[src/rtl/fcmp_pkg.sv]
package fcmp_pkg;

    typedef enum logic [2:0] {
        OP_EQ  = 3'd0,
        OP_LT  = 3'd1,
        OP_LE  = 3'd2,
        OP_MIN = 3'd3,
        OP_MAX = 3'd4
    } fcmp_op_e;

    typedef struct packed {
        logic is_nan;
        logic is_snan;
        logic is_zero;
        logic sign;
    } fcmp_class_t;

endpackage

[src/rtl/fcmp_classify.sv]
module fcmp_classify
    import fcmp_pkg::*;
#(
    parameter int EXP_W = 8,
    parameter int MAN_W = 23
) (
    input  logic [EXP_W+MAN_W:0] x,
    output fcmp_class_t          cls
);
    localparam int W = EXP_W + MAN_W + 1;

    logic exp_ones;
    logic exp_zero;
    logic frac_nz;

    always_comb begin
        exp_ones    = &x[W-2:MAN_W];
        exp_zero    = ~|x[W-2:MAN_W];
        frac_nz     = |x[MAN_W-1:0];
        cls.sign    = x[W-1];
        cls.is_nan  = exp_ones & frac_nz;
        cls.is_snan = exp_ones & frac_nz & ~x[MAN_W-1];
        cls.is_zero = exp_zero & ~frac_nz;
    end

endmodule

[src/rtl/fcmp_order.sv]
module fcmp_order #(
    parameter int W = 32
) (
    input  logic [W-1:0] a,
    input  logic [W-1:0] b,
    output logic         a_below_b,
    output logic         same_bits
);
    logic mag_lt;
    logic mag_gt;

    always_comb begin
        mag_lt    = a[W-2:0] < b[W-2:0];
        mag_gt    = a[W-2:0] > b[W-2:0];
        same_bits = (a == b);
        if (a[W-1] != b[W-1]) begin
            a_below_b = a[W-1];
        end else if (a[W-1]) begin
            a_below_b = mag_gt;
        end else begin
            a_below_b = mag_lt;
        end
    end

endmodule

[src/rtl/fcmp_select.sv]
module fcmp_select
    import fcmp_pkg::*;
#(
    parameter int EXP_W = 8,
    parameter int MAN_W = 23
) (
    input  logic [2:0]           op,
    input  logic [EXP_W+MAN_W:0] a,
    input  logic [EXP_W+MAN_W:0] b,
    input  fcmp_class_t          ca,
    input  fcmp_class_t          cb,
    input  logic                 a_below_b,
    input  logic                 same_bits,
    output logic [EXP_W+MAN_W:0] res,
    output logic                 inv
);
    localparam int W = EXP_W + MAN_W + 1;
    localparam logic [W-1:0] CANON_NAN =
        {1'b0, {EXP_W{1'b1}}, 1'b1, {(MAN_W-1){1'b0}}};

    logic any_nan;
    logic any_snan;
    logic both_zero;
    logic eq_val;
    logic lt_val;

    always_comb begin
        any_nan   = ca.is_nan | cb.is_nan;
        any_snan  = ca.is_snan | cb.is_snan;
        both_zero = ca.is_zero & cb.is_zero;
        eq_val    = ~any_nan & (same_bits | both_zero);
        lt_val    = ~any_nan & a_below_b & ~both_zero;
        res       = '0;
        inv       = 1'b0;
        case (op)
            OP_EQ: begin
                res[0] = eq_val;
                inv    = any_snan;
            end
            OP_LT: begin
                res[0] = lt_val;
                inv    = any_nan;
            end
            OP_LE: begin
                res[0] = lt_val | eq_val;
                inv    = any_nan;
            end
            OP_MIN, OP_MAX: begin
                inv = any_snan;
                if (ca.is_nan && cb.is_nan) begin
                    res = CANON_NAN;
                end else if (ca.is_nan) begin
                    res = b;
                end else if (cb.is_nan) begin
                    res = a;
                end else if (op == OP_MIN) begin
                    res = a_below_b ? a : b;
                end else begin
                    res = a_below_b ? b : a;
                end
            end
            default: begin
                res = '0;
                inv = 1'b0;
            end
        endcase
    end

endmodule

[src/rtl/fcmp_minmax_unit.sv]
module fcmp_minmax_unit
    import fcmp_pkg::*;
#(
    parameter int EXP_W = 8,
    parameter int MAN_W = 23
) (
    input  logic                 clk,
    input  logic                 rst_n,
    input  logic [2:0]           op,
    input  logic [EXP_W+MAN_W:0] opa,
    input  logic [EXP_W+MAN_W:0] opb,
    output logic [EXP_W+MAN_W:0] result,
    output logic                 invalid
);
    localparam int W = EXP_W + MAN_W + 1;

    typedef struct packed {
        logic [W-1:0] res;
        logic         inv;
    } out_t;

    logic [W-1:0] opnd [2];
    fcmp_class_t  cls  [2];
    logic         a_below_b;
    logic         same_bits;
    logic [W-1:0] sel_res;
    logic         sel_inv;
    out_t         st_d;
    out_t         st_q;

    assign opnd[0] = opa;
    assign opnd[1] = opb;

    for (genvar g = 0; g < 2; g++) begin : g_cls
        fcmp_classify #(.EXP_W(EXP_W), .MAN_W(MAN_W)) u_cls (
            .x  (opnd[g]),
            .cls(cls[g])
        );
    end

    fcmp_order #(.W(W)) u_order (
        .a        (opa),
        .b        (opb),
        .a_below_b(a_below_b),
        .same_bits(same_bits)
    );

    fcmp_select #(.EXP_W(EXP_W), .MAN_W(MAN_W)) u_sel (
        .op       (op),
        .a        (opa),
        .b        (opb),
        .ca       (cls[0]),
        .cb       (cls[1]),
        .a_below_b(a_below_b),
        .same_bits(same_bits),
        .res      (sel_res),
        .inv      (sel_inv)
    );

    always_comb begin
        st_d.res = sel_res;
        st_d.inv = sel_inv;
    end

    always_ff @(posedge clk or negedge rst_n) begin
        if (!rst_n) begin
            st_q <= '0;
        end else begin
            st_q <= st_d;
        end
    end

    assign result  = st_q.res;
    assign invalid = st_q.inv;

endmodule

[config.mk]
export PLATFORM = sky130hd
export DESIGN_NAME = fcmp_minmax_unit
export DESIGN_NICKNAME = d
export VERILOG_FILES = /design/src/rtl/fcmp_pkg.sv /design/src/rtl/fcmp_classify.sv /design/src/rtl/fcmp_order.sv /design/src/rtl/fcmp_select.sv /design/src/rtl/fcmp_minmax_unit.sv
export SDC_FILE = /design/constraint.sdc
export NUM_CORES = 1
export LEC_CHECK = 0
export ABC_AREA = 1
export BUFFER_PORTS_ARGS = -buffer_cell sky130_fd_sc_hd__buf_4
export CAP_MARGIN = 25
export CORE_AREA = 2 2 81 83
export CTS_CLUSTER_DIAMETER = 80
export DETAILED_ROUTE_END_ITERATION = 8
export DIE_AREA = 0 0 83 85
export GPL_TIMING_DRIVEN = 0
export HOLD_SLACK_MARGIN = 0.06
export PLACE_DENSITY = 0.75
export SLEW_MARGIN = 20
export SYNTH_ARGS = -nofsm -noshare
export SYNTH_HDL_FRONTEND = slang
export SYNTH_HIERARCHICAL = 1
export SYNTH_SLANG_ARGS = --single-unit
[constraint.sdc]
create_clock -name clk -period 0.8 [get_ports clk]
set_input_delay 0.04 -clock clk [delete_from_list [all_inputs] [get_ports clk]]
set_output_delay 0.04 -clock clk [all_outputs]
set_load 0.01 [all_outputs]
==> flow_metrics.env <==
export IMPL_finish_instance_area_um2=5290
export IMPL_violations="setup timing"
export IMPL_grt_total_usage_pct=27.8
export IMPL_hold_viol_final=0
export IMPL_report_power_total_mw=6.21
export IMPL_crit_fanout=6
export IMPL_grt_pass1_vias=3530
export IMPL_grt_pass1_wl_mm=16.2
export IMPL_finalSetupTns_ns=-38.68
export IMPL_drc=0
export IMPL_root_buffer="clkbuf_8"
export IMPL_arrival_ns=2.21
export IMPL_worst_slew_pin_slew_ns=0.456
export IMPL_hp_start="opb[21]"
export IMPL_nFillCells=340
export IMPL_die_area_um2=7060
export IMPL_yosysWarnings=6
export IMPL_peakVddDrop_v=0.000876
export IMPL_timing_fmax_ghz=0.490
export IMPL_hold_end="result[21]"
export IMPL_status="finished with violations"
export IMPL_avgViaCountPerCell=5.55
export IMPL_initial_core_util_pct=45.3
export IMPL_layout_commonest_cell="nor2_1"
export IMPL_syn_num_nets=523
export IMPL_vias=3715
export IMPL_routed_wl_mm=12.1
export IMPL_rsz0062_at_grt="yes"
export IMPL_area_growth_pct=88.3
export IMPL_power_density_nw_per_um2=1170
export IMPL_cts_buffers=5
export IMPL_worstPathRequired_ns=0.97
export IMPL_min_path_cells=3
export IMPL_placed_cell_area_um2=4040
export IMPL_final_cell_mix="nor2_1 (80), nand2_1 (62), buf_6 (60)"
export IMPL_grt_max_degree=34
export IMPL_dp_slack_ns=-1.34
export IMPL_p_leak_nw=2.59
export IMPL_synthesis_instances=423
export IMPL_fin_ws_ns=-1.24
export IMPL_clock_path_buffers=2
export IMPL_cts_tree="yes"
export IMPL_htree_levels=2
export IMPL_antenna_found_initial=0
export IMPL_gr_total_overflow=0
export IMPL_core_area_um2=6200
export IMPL_num_antenna_cells=0
export IMPL_fin_crit_sh_pct=255
export IMPL_maxSlewHeadroom_pct=69.6
export IMPL_dp_hpwl_mm=6.43
export IMPL_nNetsFinal=691
export IMPL_placed_cells=601
export IMPL_worstHoldPathType="input port to flip-flop"
export IMPL_ant_nets=0
export IMPL_drive_gt1_share_pct=46.3
export IMPL_die_w_um=83
export IMPL_finalSetupViolCount=66
export IMPL_hold_slack_ns=0.0767
export IMPL_crit_type="input port to flip-flop"
export IMPL_ios=102
export IMPL_gp_congestion=0.824
export IMPL_wire_per_inst_um=18.1
export IMPL_critical_path_endpoint_type="flip-flop"
export IMPL_startpoint_type="input port"
export IMPL_utilization_pct=85.3
export IMPL_drtIter0Drc=208
export IMPL_dr_pass1_iters=6
export IMPL_clk_pin_slew_ns=0.08
export IMPL_max_cap_violations=0
export IMPL_fp_dieH_um=85
export IMPL_numClockSinks=33
export IMPL_drv_slew=0
export IMPL_layout_cells_non_filler=669
export IMPL_syn_avg_cell_area_um2=6.64
export IMPL_netlist_area_um2=2810
export IMPL_rows=29
export IMPL_numPortBuffers=101
export IMPL_period_minus_slack_ns=2.04
==> worst max path at each step <==
stage	cells past startpoint	from	slack [ns]	end
finish	24	opb[3]	-1.24	result[3]
global route	24	opb[3]	-1.29	result[3]
CTS	23	opb[18]	-0.98	result[28]
detailed placement	15	opa[14]	-1.34	result[21]
global placement	18	opb[14]	-1.30	result[21]
floorplan	23	opb[12]	-0.94	result[0]
==> routing by layer <==
| metal | vias up | share of wire (%) | GRT usage [%] |
|---|---|---|---|
| met2 | 259 | 50 | 52.2 |
| met3 | 78 | 7.5 | 4.47 |
| met4 | 0 | 6.2 | 7.30 |
| li1 | 1671 | - | - |
| met1 | 1707 | 36 | 32.9 |
| met5 | - | 0 | 0 |
==> area by class of cell <==
class	count	area (um^2)	share of cell area, %
Inverter	70	313	5.91
Clock buffer	8	80.1	1.51
Sequential cell	33	826	15.6
Buffer	10	98.8	1.87
Timing Repair Buffer	161	1630	30.8
Multi-Input combinational cell	310	2250	42.5
Tap cell	77	96.3	1.82
==> what timing repair did <==
item                                    in CTS  in global routing
pin swaps                                   23                 25
gates resized for setup                    119                 42
hold buffers                                35                  3
endpoints found under the setup margin      66                 66
cloned                                       2                  2
buffers inserted                            14                  4
hold endpoints to repair                    51                  3
==> registers in the layout (all words and copies together), names as in the netlist <==
| name | count |
|---|---|
| result | 32 |
| invalid | 1 |
==> critical path, stage by stage <==
cell	delay (ns)
buf_4	0.10
inv_1	0.06
ha_4	0.27
nand2_2	0.06
nor2_1	0.16
nand2_1	0.09
nand2_1	0.07
nand2_1	0.05
nand2_1	0.06
nand2_1	0.06
nand2_2	0.09
nand2_2	0.07
nand2_2	0.09
nand2_2	0.06
inv_2	0.07
inv_2	0.05
nand2_2	0.07
nand3_4	0.10
buf_12	0.15
nand2_8	0.09
inv_8	0.07
buf_6	0.13
nor2_1	0.10
nor2_1	0.06
==> power by group <==
group / switching [mW] / leakage, nW / internal [mW]
clock: 0.647 / 0.0395 / 0.619
combinational: 1.55 / 2.11 / 1.56
sequential: 0.0555 / 0.444 / 1.78
No activity file was read; power rests on OpenSTA's default activity.
